File: src/rtl/sram_ctrl_pkg.sv
package sram_ctrl_pkg;

  typedef enum logic [1:0] {
    OP_IDLE  = 2'd0,
    OP_READ  = 2'd1,
    OP_WRITE = 2'd2
  } sram_op_e;

  // Nanoseconds to clock cycles, rounded up, never below one.
  function automatic int unsigned ns_to_cyc(input int unsigned ns, input int unsigned per);
    int unsigned r;
    r = (ns + per - 1) / per;
    if (r < 1) r = 1;
    return r;
  endfunction

  function automatic int unsigned umax(input int unsigned a, input int unsigned b);
    return (a > b) ? a : b;
  endfunction

endpackage

File: src/rtl/sram_seq.sv
module sram_seq
  import sram_ctrl_pkg::*;
#(
  parameter int unsigned N_HZ  = 2,
  parameter int unsigned N_WEL = 5,
  parameter int unsigned N_WCY = 7,
  parameter int unsigned N_AA  = 6,
  parameter int unsigned N_RCY = 6,
  parameter int unsigned CNT_W = 3
) (
  input  logic clk,
  input  logic rst,
  input  logic accept_i,
  input  logic is_write_i,
  output logic ready_o,
  output logic ev_dq_on_o,
  output logic ev_we_end_o,
  output logic ev_dq_off_o,
  output logic ev_capture_o,
  output logic ev_done_o
);

  localparam logic [CNT_W-1:0] C_DQ_ON  = CNT_W'(N_HZ - 1);
  localparam logic [CNT_W-1:0] C_WE_END = CNT_W'(N_WEL - 1);
  localparam logic [CNT_W-1:0] C_DQ_OFF = CNT_W'(N_WEL);
  localparam logic [CNT_W-1:0] C_W_RDY  = CNT_W'(N_WCY - 2);
  localparam logic [CNT_W-1:0] C_W_DONE = CNT_W'(N_WCY - 1);
  localparam logic [CNT_W-1:0] C_CAP    = CNT_W'(N_AA - 1);
  localparam logic [CNT_W-1:0] C_R_RDY  = CNT_W'(N_RCY - 2);
  localparam logic [CNT_W-1:0] C_R_DONE = CNT_W'(N_RCY - 1);

  sram_op_e         op_q;
  logic [CNT_W-1:0] cnt_q;
  logic             in_wr, in_rd, ev_ready;

  assign in_wr = (op_q == OP_WRITE);
  assign in_rd = (op_q == OP_READ);

  always_comb begin
    ev_dq_on_o   = in_wr && (cnt_q == C_DQ_ON);
    ev_we_end_o  = in_wr && (cnt_q == C_WE_END);
    ev_dq_off_o  = in_wr && (cnt_q == C_DQ_OFF);
    ev_capture_o = in_rd && (cnt_q == C_CAP);
    ev_ready     = (in_wr && (cnt_q == C_W_RDY))  || (in_rd && (cnt_q == C_R_RDY));
    ev_done_o    = (in_wr && (cnt_q == C_W_DONE)) || (in_rd && (cnt_q == C_R_DONE));
  end

  always_ff @(posedge clk) begin
    if (rst) begin
      op_q    <= OP_IDLE;
      cnt_q   <= '0;
      ready_o <= 1'b1;
    end else if (accept_i) begin
      op_q    <= is_write_i ? OP_WRITE : OP_READ;
      cnt_q   <= '0;
      ready_o <= 1'b0;
    end else if (op_q != OP_IDLE) begin
      if (ev_done_o) begin
        op_q  <= OP_IDLE;
        cnt_q <= '0;
      end else begin
        cnt_q <= cnt_q + 1'b1;
      end
      if (ev_ready) ready_o <= 1'b1;
    end
  end

endmodule

File: src/rtl/sram_pins.sv
module sram_pins #(
  parameter int unsigned ADDR_W = 19,
  parameter int unsigned DATA_W = 8
) (
  input  logic              clk,
  input  logic              rst,
  input  logic              accept_i,
  input  logic              is_write_i,
  input  logic [ADDR_W-1:0] addr_i,
  input  logic [DATA_W-1:0] wdata_i,
  input  logic              ev_dq_on_i,
  input  logic              ev_we_end_i,
  input  logic              ev_dq_off_i,
  input  logic              ev_done_i,
  output logic [ADDR_W-1:0] sram_addr_o,
  output logic              ce_n_o,
  output logic              we_n_o,
  output logic              oe_n_o,
  output logic [DATA_W-1:0] dq_out_o,
  output logic              dq_oe_o
);

  always_ff @(posedge clk) begin
    if (rst) begin
      sram_addr_o <= '0;
      ce_n_o      <= 1'b1;
      we_n_o      <= 1'b1;
      oe_n_o      <= 1'b1;
      dq_out_o    <= '0;
      dq_oe_o     <= 1'b0;
    end else if (accept_i) begin
      sram_addr_o <= addr_i;
      ce_n_o      <= 1'b0;
      oe_n_o      <= 1'b0;
      we_n_o      <= ~is_write_i;
      dq_oe_o     <= 1'b0;
      if (is_write_i) dq_out_o <= wdata_i;
    end else begin
      if (ev_dq_on_i)  dq_oe_o <= 1'b1;
      if (ev_dq_off_i) dq_oe_o <= 1'b0;
      if (ev_we_end_i) begin
        we_n_o <= 1'b1;
        oe_n_o <= 1'b1;
      end
      if (ev_done_i) begin
        ce_n_o <= 1'b1;
        oe_n_o <= 1'b1;
      end
    end
  end

endmodule

File: src/rtl/sram_rd_capture.sv
module sram_rd_capture #(
  parameter int unsigned DATA_W = 8
) (
  input  logic              clk,
  input  logic              rst,
  input  logic              capture_i,
  input  logic [DATA_W-1:0] dq_in_i,
  output logic              rsp_valid_o,
  output logic [DATA_W-1:0] rsp_rdata_o
);

  always_ff @(posedge clk) begin
    if (rst) begin
      rsp_valid_o <= 1'b0;
      rsp_rdata_o <= '0;
    end else begin
      rsp_valid_o <= capture_i;
      if (capture_i) rsp_rdata_o <= dq_in_i;
    end
  end

endmodule

File: src/rtl/sram_async_ctrl.sv
module sram_async_ctrl
  import sram_ctrl_pkg::*;
#(
  parameter int unsigned ADDR_W        = 19,
  parameter int unsigned DATA_W        = 8,
  parameter int unsigned CLK_PERIOD_NS = 10,
  parameter int unsigned T_RC_NS       = 55,
  parameter int unsigned T_AA_NS       = 55,
  parameter int unsigned T_WC_NS       = 55,
  parameter int unsigned T_PWE_NS      = 45,
  parameter int unsigned T_SD_NS       = 25,
  parameter int unsigned T_HZWE_NS     = 20
) (
  input  logic              clk,
  input  logic              rst,
  input  logic              req_valid,
  input  logic              req_write,
  input  logic [ADDR_W-1:0] req_addr,
  input  logic [DATA_W-1:0] req_wdata,
  output logic              req_ready,
  output logic              rsp_valid,
  output logic [DATA_W-1:0] rsp_rdata,
  output logic [ADDR_W-1:0] sram_addr,
  output logic              sram_ce_n,
  output logic              sram_we_n,
  output logic              sram_oe_n,
  output logic [DATA_W-1:0] sram_dq_out,
  output logic              sram_dq_oe,
  input  logic [DATA_W-1:0] sram_dq_in
);

  localparam int unsigned N_HZ  = ns_to_cyc(T_HZWE_NS, CLK_PERIOD_NS);
  localparam int unsigned N_SD  = ns_to_cyc(T_SD_NS,   CLK_PERIOD_NS);
  localparam int unsigned N_PWE = ns_to_cyc(T_PWE_NS,  CLK_PERIOD_NS);
  localparam int unsigned N_WC  = ns_to_cyc(T_WC_NS,   CLK_PERIOD_NS);
  localparam int unsigned N_RC  = ns_to_cyc(T_RC_NS,   CLK_PERIOD_NS);
  localparam int unsigned N_AA  = ns_to_cyc(T_AA_NS,   CLK_PERIOD_NS);
  localparam int unsigned N_WEL = umax(N_PWE, N_HZ + N_SD);
  localparam int unsigned N_WCY = umax(N_WC, N_WEL + 2);
  localparam int unsigned N_RCY = umax(umax(N_RC, N_AA), 2);
  localparam int unsigned CNT_W = $clog2(umax(N_WCY, N_RCY) + 1);

  logic accept;
  logic ev_dq_on, ev_we_end, ev_dq_off, ev_capture, ev_done;

  assign accept = req_valid && req_ready;

  sram_seq #(
    .N_HZ(N_HZ), .N_WEL(N_WEL), .N_WCY(N_WCY),
    .N_AA(N_AA), .N_RCY(N_RCY), .CNT_W(CNT_W)
  ) u_seq (
    .clk(clk), .rst(rst),
    .accept_i(accept), .is_write_i(req_write),
    .ready_o(req_ready),
    .ev_dq_on_o(ev_dq_on), .ev_we_end_o(ev_we_end), .ev_dq_off_o(ev_dq_off),
    .ev_capture_o(ev_capture), .ev_done_o(ev_done)
  );

  sram_pins #(.ADDR_W(ADDR_W), .DATA_W(DATA_W)) u_pins (
    .clk(clk), .rst(rst),
    .accept_i(accept), .is_write_i(req_write),
    .addr_i(req_addr), .wdata_i(req_wdata),
    .ev_dq_on_i(ev_dq_on), .ev_we_end_i(ev_we_end),
    .ev_dq_off_i(ev_dq_off), .ev_done_i(ev_done),
    .sram_addr_o(sram_addr), .ce_n_o(sram_ce_n), .we_n_o(sram_we_n),
    .oe_n_o(sram_oe_n), .dq_out_o(sram_dq_out), .dq_oe_o(sram_dq_oe)
  );

  sram_rd_capture #(.DATA_W(DATA_W)) u_cap (
    .clk(clk), .rst(rst),
    .capture_i(ev_capture), .dq_in_i(sram_dq_in),
    .rsp_valid_o(rsp_valid), .rsp_rdata_o(rsp_rdata)
  );

endmodule

File: config.mk
export PLATFORM = sky130hd
export DESIGN_NAME = sram_async_ctrl
export DESIGN_NICKNAME = d
export VERILOG_FILES = /design/src/rtl/sram_ctrl_pkg.sv /design/src/rtl/sram_seq.sv /design/src/rtl/sram_pins.sv /design/src/rtl/sram_rd_capture.sv /design/src/rtl/sram_async_ctrl.sv
export SDC_FILE = /design/constraint.sdc
export NUM_CORES = 1
export LEC_CHECK = 0
export BUFFER_PORTS_ARGS = -buffer_cell sky130_fd_sc_hd__clkbuf_2
export CORE_MARGIN = 2
export CORE_UTILIZATION = 39
export DETAILED_ROUTE_END_ITERATION = 8
export PLACE_DENSITY = 0.75
export RECOVER_POWER = 50
export SETUP_SLACK_MARGIN = 0.5
export SLEW_MARGIN = 20
export SYNTH_ARGS = -nofsm -noshare
export SYNTH_HDL_FRONTEND = slang
export SYNTH_SLANG_ARGS = --single-unit
File: constraint.sdc
create_clock -name clk -period 2.7 [get_ports clk]
set_input_delay 0.54 -clock clk [delete_from_list [all_inputs] [get_ports clk]]
set_output_delay 0.54 -clock clk [all_outputs]
set_load 0.02 [all_outputs]
==> run_results.csv <==
group,metric,value,unit
status,outcome,"finished, final reports clean",
clock_tree,cts_root_buf,"clkbuf_8",
timing,max_freq,0.664,GHz
synthesis,netlist.top_cell.by_area,"dfxtp_1",
critical_path,cp-end-kind,"flop",
synthesis,netlist_instances,210,
global_routing,grt_use_met2,27.2,%
synthesis,synthTopCellsByArea,"dfxtp_1 53%, nand2_1 16%, a21oi_1 11%",
critical_path,crit_path_start_kind,"flop",
floorplanning,core_area,4320,sq um
global_routing,top_usage_layer,"met2",
timing,clock_skew,0.00354,ns
placement,gp_congestion,0.729,
floorplanning,ios,80,
final_layout,design_area,2210,sq um
drt,drt_iter0_drc,69,
timing,fin_hold_ws,0.455,ns
final_layout,nNetsFinal,328,
synthesis,async_flop_share,0,%
final_layout,final_util,51.2,%
clock_tree,cts.clk_slew.worst_paths,0.08,ns
clock_tree,clock_latency,0.29,ns
global_routing,grt_max_degree,45,
synthesis,synth_common_cells,"73 x nand2_1, 46 x dfxtp_1, 39 x a21oi_1, 6 x clkbuf_1",
placement,placedCellCount,330,
critical_path,critical_path.cell_chain,"inv_1, ha_1, and4b_1, a31o_4, nor3_2",
timing,final_max_slew_viol_count,0,
timing,post-route-min-period,1.51,ns
floorplanning,die_area,5010,sq um
final_layout,multiInputGateArea,748,sq um
drt,dr.pass1.iters,4,
timing,rsz0062_at_grt,"no",
drt,routedWlPerCell,11.8,um
critical_path,crit_type,"reg -> reg",
timing,worstMarginPinSlew,0.756,ns
final_layout,final.fill_count,446,
placement,dp_hpwl,2780,um
drt,vias_per_cell,4.80,
clock_tree,htreeDepth,2,
timing,relSlewSlack,49.5,%
critical_path,arrival,1.73,ns
power_and_ir_drop,p_leak,0.904,nW
final_layout,synthToLayoutAreaGrowth,27.3,%
clock_tree,clock_sinks,46,
clock_tree,post-cts-setup-buffer-count,0,
final_layout,antenna_cells,0,
synthesis,netlist_area,1740,sq um
floorplanning,die_w,70.8,um
timing,finalSetupViolCount,0,
critical_path,critPathBufInv,1,
synthesis,yosys_warnings,0,
placement,port_buffers,79,
clock_tree,cts_resized,0,
global_routing,grt_pass1_vias,1434,
drt,drcViolationCount,0,
global_routing,grt_use_met3,4.42,%
drt,routed_wl,3990,um
critical_path,cp_top_family,"simple AND/OR/NAND/NOR gates",
power_and_ir_drop,p_per_area,621,nW/um^2
global_routing,grt_pass1_wl,6400,um
run,maxCapViolations,0,
floorplanning,die_h,70.8,um
synthesis,yosysSeqAreaShare,52.9,%
critical_path,worstPathRequired,2.92,ns
global_routing,grt_usage,15.9,%
drt,antenna_left,0,
clock_tree,clk_path_buf_depth,2,
synthesis,syn-num-nets,253,
critical_path,cpPeakStageDelay,0.38,ns
final_layout,drive_gt1_share,19.6,%
critical_path,critPathSlowestCell,"dfxtp_1",
final_layout,final_cells,338,
global_routing,antenna_found_initial,0,
critical_path,path_max_fanout,10,
placement,placed_area,2150,sq um
synthesis,synth.most_common_cell,"nand2_1",
synthesis,yosys.area.top_type_share,52.9,%
clock_tree,cts_hold_buf,0,
timing,fin_crit_sh,55.8,%
timing,fin_tns_setup,0,ns
synthesis,avgSynthCellArea,8.28,sq um
global_routing,gr-usage-met1,19.0,%
final_layout,seq_area,921,sq um
clock_tree,cts_tree,"built",
clock_tree,numCtsBuffers,5,
floorplanning,start_util,40.2,%
synthesis,synth.distinct_cells,30,
floorplanning,rows,24,
power_and_ir_drop,vdd_drop_max,0.280,mV
synthesis,ys.flop_type,"dfxtp_1",
drt,num_vias,1621,
global_routing,grt-ovfl-total,0,
timing,hold_violations,0,
worst_hold_path,hp-class,"reg -> reg",
synthesis,ys_ff_latch,46,
synthesis,synth_enable_flop_cells,0,
[metrics by stage]
stage / setup slack [ns] / total power [mW]
after floorplan: 1.30 / 0.837
after global placement: 1.09 / 0.902
after detailed placement: 1.03 / 0.907
after CTS: 1.19 / 1.40
after global routing: 1.09 / 1.45
final: 1.19 / 1.38
[tightest hold or removal path, stage by stage, from the launching register on]
cell and delay, ns:
dfxtp_1 0.31, nand2_1 0.05, a21oi_1 0.05
[state kept, by name, indices dropped and copies added (netlist names)]
name,flops
u_pins.ce_n_o,1
u_seq.cnt_q,3
u_cap.rsp_rdata_o,8
u_seq.op_q,2
u_cap.rsp_valid_o,1
u_pins.we_n_o,1
u_pins.sram_addr_o,19
u_seq.ready_o,1
u_pins.oe_n_o,1
u_pins.dq_out_o,8
u_pins.dq_oe_o,1
[power by group]
group	switching, mW	internal [mW]	total (mW)
combinational	0.101	0.0570	0.158
sequential	0.0192	0.707	0.726
clock	0.214	0.277	0.491
[placed cells by master, fill, tap and decap left out, types with 2 or more instances in the layout]
master / synthesis / layout
dfxtp_1: 46 / 46
nand3_1: 2 / 2
a311oi_1: 2 / 2
clkbuf_1: 6 / 34
a21oi_1: 39 / 39
nand2_1: 73 / 73
and3b_1: 2 / 2
o21ai_0: 3 / 3
o22ai_1: 3 / 3
clkbuf_2: 0 / 47
nor2_1: 5 / 5
inv_1: 3 / 3
ha_1: 4 / 4
clkbuf_8: 0 / 5
[routing by layer]
layer / up-vias / share of wire (%)
met3: 6 / 7.8
met4: 0 / 1.1
met2: 63 / 47
li1: 844 / -
met5: - / 0
met1: 708 / 44
[final timing paths]
| check | start | to | slack, ns | cells after the start |
|---|---|---|---|---|
| max reg2reg | u_seq.cnt_q[1] | u_seq.cnt_q[2] | 1.19 | 5 |
| max | u_seq.cnt_q[1] | u_seq.cnt_q[2] | 1.19 | 5 |
| min | u_cap.rsp_rdata_o[2] | u_cap.rsp_rdata_o[2] | 0.45 | 2 |
| min reg2reg | u_cap.rsp_rdata_o[2] | u_cap.rsp_rdata_o[2] | 0.45 | 2 |
[cells by family (layout without fill, tap and decap cells)]
| kind of cell | after synthesis | count (layout) | share of synthesized area, % |
|---|---|---|---|
| simple gates | 92 | 92 | 22.8 |
| compound gates | 52 | 52 | 16.8 |
| flops | 46 | 46 | 52.9 |
| buf+inv | 15 | 91 | 4.03 |
| fa+ha+maj | 4 | 4 | 2.88 |
| xor+xnor | 1 | 1 | 0.504 |
[area by class of cell]
cell class | instances | share of cell area, %
tap | 52 | 2.94
timing repair buffer | 80 | 16.4
clock inverter | 1 | 1.36
inverter | 3 | 0.508
sequential | 46 | 41.6
clock buffer | 7 | 3.45
multi-input combinational | 149 | 33.8
Note: power is estimated with default switching activity, not from simulation.
